`config.mk`:
```
export PLATFORM = sky130hd
export DESIGN_NAME = can_err_detect
export DESIGN_NICKNAME = d
export VERILOG_FILES = /design/src/rtl/can_err_pkg.sv /design/src/rtl/can_crc_unit.sv /design/src/rtl/can_run_checker.sv /design/src/rtl/can_rule_checker.sv /design/src/rtl/can_err_detect.sv
export SDC_FILE = /design/constraint.sdc
export NUM_CORES = 1
export LEC_CHECK = 0
export BUFFER_PORTS_ARGS = -buffer_cell sky130_fd_sc_hd__buf_2
export CAP_MARGIN = 15
export CORE_MARGIN = 2
export CORE_UTILIZATION = 59
export CTS_BUF_LIST = sky130_fd_sc_hd__clkbuf_4
export CTS_CLUSTER_SIZE = 14
export DETAILED_ROUTE_END_ITERATION = 16
export PLACE_DENSITY = 0.85
export SLEW_MARGIN = 10
export SYNTH_ARGS = -nofsm -noshare
export SYNTH_HDL_FRONTEND = slang
export SYNTH_HIERARCHICAL = 1
export SYNTH_SLANG_ARGS = --single-unit
```
`constraint.sdc`:
```
create_clock -name clk -period 1.6 [get_ports clk]
set_input_delay 0.16 -clock clk [delete_from_list [all_inputs] [get_ports clk]]
set_output_delay 0.16 -clock clk [all_outputs]
set_load 0.005 [all_outputs]
```
`src/rtl/can_err_pkg.sv`:
```
// Package: types shared by the CAN bit-level error detector.
// Assumes bus level 0 is dominant and 1 is recessive.
package can_err_pkg;

    localparam logic LVL_DOM = 1'b0;
    localparam logic LVL_REC = 1'b1;

    // Error codes; a lower non-zero value has higher priority.
    typedef enum logic [2:0] {
        ERR_NONE  = 3'd0,
        ERR_BIT   = 3'd1,
        ERR_STUFF = 3'd2,
        ERR_FORM  = 3'd3,
        ERR_ACK   = 3'd4,
        ERR_CRC   = 3'd5
    } err_code_e;

    // One flag per error check.
    typedef struct packed {
        logic crc;
        logic ack;
        logic form;
        logic stuff;
        logic bits;
    } err_vec_t;

    // Priority encode an error vector into its code.
    function automatic err_code_e encode_err(input err_vec_t v);
        err_code_e c;
        if (v.bits)       c = ERR_BIT;
        else if (v.stuff) c = ERR_STUFF;
        else if (v.form)  c = ERR_FORM;
        else if (v.ack)   c = ERR_ACK;
        else if (v.crc)   c = ERR_CRC;
        else              c = ERR_NONE;
        return c;
    endfunction

endpackage

```
`src/rtl/can_crc_unit.sv`:
```
// CRC unit: computes the frame CRC over the non-stuff bits of start of frame,
// arbitration and data. It gathers the non-stuff bits of the received CRC
// sequence MSB first, and reports a mismatch at the CRC delimiter strobe.
// Assumes: exactly one field flag is high per strobe, and stuff bits are marked.
module can_crc_unit #(
    parameter int          CRC_W    = 15,
    parameter logic [CRC_W-1:0] CRC_POLY = 15'h4599
) (
    input  logic clk,
    input  logic rst_n,
    input  logic stb,
    input  logic rx,
    input  logic stuff,
    input  logic f_sof,
    input  logic f_cover,
    input  logic f_crcfld,
    input  logic f_check,
    output logic crc_err
);

    logic [CRC_W-1:0] calc_q;
    logic [CRC_W-1:0] recv_q;
    logic [CRC_W-1:0] calc_base;
    logic [CRC_W-1:0] calc_shift;
    logic [CRC_W-1:0] calc_d;
    logic             feedback;

    // Next CRC value; start of frame restarts from zero.
    always_comb begin
        calc_base  = f_sof ? '0 : calc_q;
        feedback   = rx ^ calc_base[CRC_W-1];
        calc_shift = {calc_base[CRC_W-2:0], 1'b0};
        calc_d     = feedback ? (calc_shift ^ CRC_POLY) : calc_shift;
    end

    // Update the running CRC and the received CRC shift register on non-stuff bits.
    always_ff @(posedge clk) begin
        if (!rst_n) begin
            calc_q <= '0;
            recv_q <= '0;
        end else if (stb && !stuff) begin
            if (f_sof || f_cover) calc_q <= calc_d;
            if (f_crcfld)         recv_q <= {recv_q[CRC_W-2:0], rx};
        end
    end

    // Compare at the delimiter.
    always_comb crc_err = stb && f_check && (calc_q != recv_q);

    // stuff bits leave both CRC registers untouched.
    p_stuff_excluded_r7: assert property (@(posedge clk) disable iff (!rst_n)
        (stb && stuff) |=> ($stable(calc_q) && $stable(recv_q)))
        else $error("stuff bit changed CRC state");

    // the running CRC does not move while the CRC sequence arrives.
    p_crc_frozen_r7: assert property (@(posedge clk) disable iff (!rst_n)
        (stb && f_crcfld) |=> $stable(calc_q))
        else $error("CRC changed inside CRC field");

endmodule

```
`src/rtl/can_run_checker.sv`:
```
// Run checker: counts consecutive sampled bits of equal level, stuff bits
// included. It flags the sixth equal bit inside the stuffing window
// (start of frame through the CRC delimiter).
// Assumes: exactly one field flag is high per strobe.
module can_run_checker #(
    parameter int RUN_LIMIT = 5
) (
    input  logic clk,
    input  logic rst_n,
    input  logic stb,
    input  logic rx,
    input  logic f_sof,
    input  logic in_window,
    output logic stuff_err
);

    localparam int               RUN_W   = $clog2(RUN_LIMIT + 2);
    localparam logic [RUN_W-1:0] RUN_ONE = RUN_W'(1);
    localparam logic [RUN_W-1:0] RUN_LIM = RUN_W'(RUN_LIMIT);
    localparam logic [RUN_W-1:0] RUN_MAX = RUN_W'(RUN_LIMIT + 1);

    logic [RUN_W-1:0] cnt_q;
    logic [RUN_W-1:0] cnt_d;
    logic             last_q;
    logic             same;

    // Next run length: restart on change or SOF, saturate at the maximum.
    always_comb begin
        same = (rx == last_q);
        if (f_sof || !same)      cnt_d = RUN_ONE;
        else if (cnt_q < RUN_MAX) cnt_d = cnt_q + RUN_ONE;
        else                     cnt_d = cnt_q;
    end

    // Run-length state, advanced on each strobe.
    always_ff @(posedge clk) begin
        if (!rst_n) begin
            cnt_q  <= RUN_ONE;
            last_q <= 1'b1;
        end else if (stb) begin
            cnt_q  <= cnt_d;
            last_q <= rx;
        end
    end

    // A new equal bit after RUN_LIMIT equal bits breaks the stuffing rule.
    always_comb stuff_err = stb && in_window && !f_sof && same && (cnt_q >= RUN_LIM);

    // a level change restarts the run at one.
    p_run_restart_r3: assert property (@(posedge clk) disable iff (!rst_n)
        (stb && (rx != last_q)) |=> (cnt_q == RUN_ONE))
        else $error("run did not restart");

    // the run never grows past its saturation value.
    p_run_bounded_r3: assert property (@(posedge clk) disable iff (!rst_n)
        cnt_q <= RUN_MAX)
        else $error("run counter overflow");

endmodule

```
`src/rtl/can_rule_checker.sv`:
```
// Rule checker: combinational bit, acknowledge and form checks for one
// sampled bit. Assumes the inputs are valid only while the strobe is high;
// the caller applies the strobe.
module can_rule_checker
    import can_err_pkg::*;
(
    input  logic tx,
    input  logic rx,
    input  logic is_tx,
    input  logic f_arb,
    input  logic f_ack_slot,
    input  logic f_fixed_rec,
    output logic bit_err,
    output logic ack_err,
    output logic form_err
);

    logic lost_arb_or_acked;

    // Bit monitor with the arbitration and ACK-slot exemption.
    always_comb begin
        lost_arb_or_acked = (f_arb || f_ack_slot) && (tx == LVL_REC) && (rx == LVL_DOM);
        bit_err = is_tx && (tx != rx) && !lost_arb_or_acked;
    end

    // Acknowledge check: the transmitter expects a dominant ACK slot.
    always_comb ack_err = is_tx && f_ack_slot && (rx == LVL_REC);

    // Form check: fixed-recessive fields must not read dominant.
    always_comb form_err = f_fixed_rec && (rx == LVL_DOM);

endmodule

```
`src/rtl/can_err_detect.sv`:
```
// CAN bit-level error detector top. It combines the rule, run and CRC
// checkers and registers the error pulses and a priority code. The outputs
// appear in the cycle after each sample strobe.
// Assumes: at most one field flag high per strobe; stuff bits marked.
module can_err_detect
    import can_err_pkg::*;
#(
    parameter int               RUN_LIMIT = 5,
    parameter int               CRC_W     = 15,
    parameter logic [CRC_W-1:0] CRC_POLY  = 15'h4599
) (
    input  logic       clk,
    input  logic       rst_n,
    input  logic       smp_stb,
    input  logic       tx_bit,
    input  logic       rx_bit,
    input  logic       is_tx,
    input  logic       stuff_bit,
    input  logic       fld_sof,
    input  logic       fld_arb,
    input  logic       fld_data,
    input  logic       fld_crc,
    input  logic       fld_crc_dlm,
    input  logic       fld_ack_slot,
    input  logic       fld_ack_dlm,
    input  logic       fld_eof,
    input  logic       fld_ifs,
    output logic       err_bit,
    output logic       err_stuff,
    output logic       err_form,
    output logic       err_ack,
    output logic       err_crc,
    output logic       err_any,
    output logic [2:0] err_code
);

    logic     stuff_window;
    logic     fixed_rec;
    logic     rule_bit;
    logic     rule_ack;
    logic     rule_form;
    logic     run_err;
    logic     crc_mis;
    err_vec_t err_d;
    err_vec_t err_q;
    err_code_e code_q;

    // Field groupings used by the checks.
    always_comb begin
        stuff_window = fld_sof || fld_arb || fld_data || fld_crc || fld_crc_dlm;
        fixed_rec    = fld_crc_dlm || fld_ack_dlm || fld_eof || fld_ifs;
    end

    can_rule_checker i_rule (
        .tx          (tx_bit),
        .rx          (rx_bit),
        .is_tx       (is_tx),
        .f_arb       (fld_arb),
        .f_ack_slot  (fld_ack_slot),
        .f_fixed_rec (fixed_rec),
        .bit_err     (rule_bit),
        .ack_err     (rule_ack),
        .form_err    (rule_form)
    );

    can_run_checker #(.RUN_LIMIT(RUN_LIMIT)) i_run (
        .clk       (clk),
        .rst_n     (rst_n),
        .stb       (smp_stb),
        .rx        (rx_bit),
        .f_sof     (fld_sof),
        .in_window (stuff_window),
        .stuff_err (run_err)
    );

    can_crc_unit #(.CRC_W(CRC_W), .CRC_POLY(CRC_POLY)) i_crc (
        .clk      (clk),
        .rst_n    (rst_n),
        .stb      (smp_stb),
        .rx       (rx_bit),
        .stuff    (stuff_bit),
        .f_sof    (fld_sof),
        .f_cover  (fld_arb || fld_data),
        .f_crcfld (fld_crc),
        .f_check  (fld_crc_dlm),
        .crc_err  (crc_mis)
    );

    // Gather the strobe-qualified flags of this cycle.
    always_comb begin
        err_d.bits  = smp_stb && rule_bit;
        err_d.stuff = run_err;
        err_d.form  = smp_stb && rule_form;
        err_d.ack   = smp_stb && rule_ack;
        err_d.crc   = crc_mis;
    end

    // Register the pulses and their priority code.
    always_ff @(posedge clk) begin
        if (!rst_n) begin
            err_q  <= '0;
            code_q <= ERR_NONE;
        end else begin
            err_q  <= err_d;
            code_q <= encode_err(err_d);
        end
    end

    // Drive the outputs from the registered state.
    always_comb begin
        err_bit   = err_q.bits;
        err_stuff = err_q.stuff;
        err_form  = err_q.form;
        err_ack   = err_q.ack;
        err_crc   = err_q.crc;
        err_any   = |err_q;
        err_code  = code_q;
    end

    // Input assumption: at most one field flag per strobe.
    p_fields_onehot: assert property (@(posedge clk) disable iff (!rst_n)
        smp_stb |-> $onehot0({fld_sof, fld_arb, fld_data, fld_crc, fld_crc_dlm,
                              fld_ack_slot, fld_ack_dlm, fld_eof, fld_ifs}))
        else $error("more than one field flag");

    // every error pulse follows a strobe.
    p_pulse_after_stb_r8: assert property (@(posedge clk) disable iff (!rst_n)
        err_any |-> $past(smp_stb))
        else $error("error without strobe");

    // no bit error for a lost arbitration bit or an acknowledged slot.
    p_bit_exempt_r2: assert property (@(posedge clk) disable iff (!rst_n)
        $past(smp_stb && (fld_arb || fld_ack_slot) && tx_bit && !rx_bit) |-> !err_bit)
        else $error("bit error inside exemption");

    // a bit error needs the transmitter role and a level mismatch.
    p_bit_needs_tx_r1: assert property (@(posedge clk) disable iff (!rst_n)
        err_bit |-> $past(is_tx && (tx_bit != rx_bit)))
        else $error("bit error without mismatch");

    // an acknowledge error needs the transmitter role and a recessive slot.
    p_ack_role_r6: assert property (@(posedge clk) disable iff (!rst_n)
        err_ack |-> $past(is_tx && fld_ack_slot && rx_bit))
        else $error("ack error out of place");

    // a form error needs a dominant sample.
    p_form_level_r5: assert property (@(posedge clk) disable iff (!rst_n)
        err_form |-> $past(!rx_bit))
        else $error("form error on recessive");

    // stuff errors only from inside the stuffing window.
    p_stuff_window_r4: assert property (@(posedge clk) disable iff (!rst_n)
        err_stuff |-> $past(fld_sof || fld_arb || fld_data || fld_crc || fld_crc_dlm))
        else $error("stuff error outside window");

    // a CRC error only at the delimiter.
    p_crc_at_dlm_r7: assert property (@(posedge clk) disable iff (!rst_n)
        err_crc |-> $past(fld_crc_dlm))
        else $error("CRC error outside delimiter");

    // a bit error always wins the code.
    p_code_bit_r9: assert property (@(posedge clk) disable iff (!rst_n)
        err_bit |-> (err_code == ERR_BIT))
        else $error("code priority");

endmodule

```
==> reports/summary.txt <==
Outcome - complete, no violations
Synth Flop Type - dfxtp_1
Actual slew at the worst max-slew pin - 540 ps
Root buffer cell - clkbuf_4
Row Count - 21
Maximum number of pins on one net before global-route repair - 23
Met2 wire length - 1950 um
Max Clock Freq - 666 MHz
EDFF count, synth - 0
Tcrit/Tclk final - 93.8%
Clk buf depth - 2
Critical path arrival - 1750 ps
Vias in the first global route - 1537
M1 WL - 1830 um
Mapped cell area - 0.00200 mm2
Most frequent cells in the layout - 50 x nand2_1, 39 x dfxtp_1, 24 x buf_2, 23 x a21boi_1, 11 x xor2_1
Finished Core Util - 67.8%
First-pass iteration count of the detailed router - 4
Port Buf Inserts - 24
Area grow syn2layout - 12.0%
Seq/Total Area, Yosys - 41.9%
Synth warn - 6
Antenna violations before repair - 0
Num Clock Sinks - 42
Worst slack, placed - 95.0 ps
GRT Total Usage - 22.9%
GRT overflow - 0
Worst r2r dst - err_code[0]
Setup Skew - 5.61 ps
# DRC - 0
Fraction of registers with async set or reset after synthesis - 0%
Peak supply drop - 504 uV
Largest delay contributor family on the critical path - simple AND/OR/NAND/NOR gates
Routed WL per cell - 13.7 um
CP max-delay cell - dfxtp_1
Critical path launch point type - flip-flop
DRT antenna net count - 0
Clock-pin transition on the worst setup and hold timing paths - 120 ps
Met3 WL - 204 um
Die ar. - 0.00388 mm2
DR top layer - met4
Die Y - 62.3 um
Diode count - 0
First-pass GRT wire length - 7110 um
DR vias - 1647
Post-cts gate resize count - 0
Gpl congestion - 0.855
Critical R2R Launch - i_crc/calc_q[8]
Final setup TNS - 0 ps
Hpwl dp - 2920 um
WS Path Type - flip-flop to flip-flop
R2R setup slack - 100 ps
Critical Path Fanout Max - 3
Mapped Cells - 225
Total power - 1.82 mW
Crit-path cells - xor2_1 -> nor4_1 -> a31oi_1 -> and2_1 -> a21oi_1 -> o21bai_1
PD cells - 811 mW/mm2
Hold Violations, Final - 0
Hold path start - rst_n
Syn_area_per_cell - 8.91 um2
WP data required - 1850 ps
Initial Utilization - 60.5%
Most common cell after layout, fill and taps aside - nand2_1
Min cycle time layout - 1500 ps
I/O pins - 25
Synth Register Bits - 42
Slowest stage delay, CP - 360 ps
CTS tree - built
Final Worst Setup Slack - 99.6 ps
Hold Buf Count CTS - 0
Max-slew headroom - 64.0%
Setup bufs post-CTS - 0
Die Width - 62.3 um
WP buf/inv - 0
First DRT Iteration DRCs - 69
Worst hold slack - 136 ps
Synthesized Nets - 243
Fin nets - 269
Core area - 0.00331 mm2
Hold Crit Depth - 2
H-tree levels - 2
Max Cap Violations - 0
CP endpoint kind - flip-flop
Worst Hold Class - input port to flip-flop
Cell variety after synth - 44
Vias/cell - 5.53
Total CTS buffers - 5
Final setup vio count - 0
RSZ-0062 raised after global routing - no
Cells on worst reg2reg path - 6
Layout cells sized above 1 - 20.2%
WL final - 4070 um
Max-slew violations - 0
Lkg Pwr - 0.913 nW
Later-pin clock latency in the skew report - 350 ps
Worst Hold End - i_run/cnt_q[0]
-- power breakdown --
group / leakage (nW) / internal, mW / switching (mW)
Combinational: 0.543 / 0.108 / 0.119
Sequential: 0.342 / 1.07 / 0.0216
Clock: 0.0286 / 0.163 / 0.338
-- state kept, by name, indices dropped and copies added (netlist names) --
signal / count
i_run/last_q: 1
err_crc: 1
err_form: 1
err_bit: 1
i_crc/recv_q: 15
i_crc/calc_q: 15
err_code: 3
err_stuff: 1
i_run/cnt_q: 3
err_ack: 1
-- cells by family (layout without fill, tap and decap cells) --
group,count (synthesis),after routing,share of synthesized area [%]
flip-flops,42,42,41.9
AND/OR/NAND/NOR,98,98,25.2
AO/OA/AOI/OAI,46,46,16.2
buffers and inverters,11,38,2.50
adder cells (fa/ha/maj),2,2,1.25
XOR/XNOR,22,22,10.5
multiplexers,4,4,2.31
-- how the worst max path moves through the flow --
stage	start	end	slack, ps	cells after the start
finish	i_crc/calc_q[8]	err_code[0]	100	6
global route	i_crc/recv_q[14]	err_code[0]	20	7
CTS	i_crc/calc_q[14]	err_code[0]	70	7
detailed placement	i_crc/calc_q[14]	err_code[0]	90	7
global placement	i_crc/calc_q[14]	err_code[0]	130	7
floorplan	fld_crc_dlm	err_code[0]	310	5
-- stage by stage --
stage                     instance area [um2]  cells
after global routing                     2240    298
after CTS                                2230    298
after detailed placement                 2170    290
after floorplan                          2000    225
after global placement                   2170    290
final                                    2240    298
-- routing by layer --
layer  vias up  track usage [%]
li1        817                -
met1       777             30.9
met2        44             34.8
met3         9             5.62
met4         0             10.6
met5         -                0
-- area by class of cell --
type	instances	area, um2
clock buffers	5	37.5
clock inverters	3	16.3
fillers	280	1070
inverters	1	3.75
multi-input cells	172	1130
flip-flops and latches	42	845
well taps	46	57.6
repair buffers	29	158
-- Yosys cell counts (4+ instances only) --
| master | count | area share [%] |
|---|---|---|
| nand2b_1 | 5 | 1.6 |
| o21ai_1 | 8 | 2.0 |
| buf_2 | 4 | 1.0 |
| nand3b_1 | 8 | 3.0 |
| nor2_1 | 5 | 0.94 |
| and3_1 | 4 | 1.2 |
| a21boi_1 | 23 | 8.6 |
| o21a_1 | 4 | 1.5 |
| nand3_1 | 5 | 1.2 |
| xor2_1 | 11 | 4.8 |
| clkbuf_1 | 5 | 0.94 |
| nand2_1 | 50 | 9.4 |
| dfxtp_1 | 42 | 42 |
| xnor2_1 | 10 | 4.4 |
Note: power is estimated with default switching activity, not from simulation.
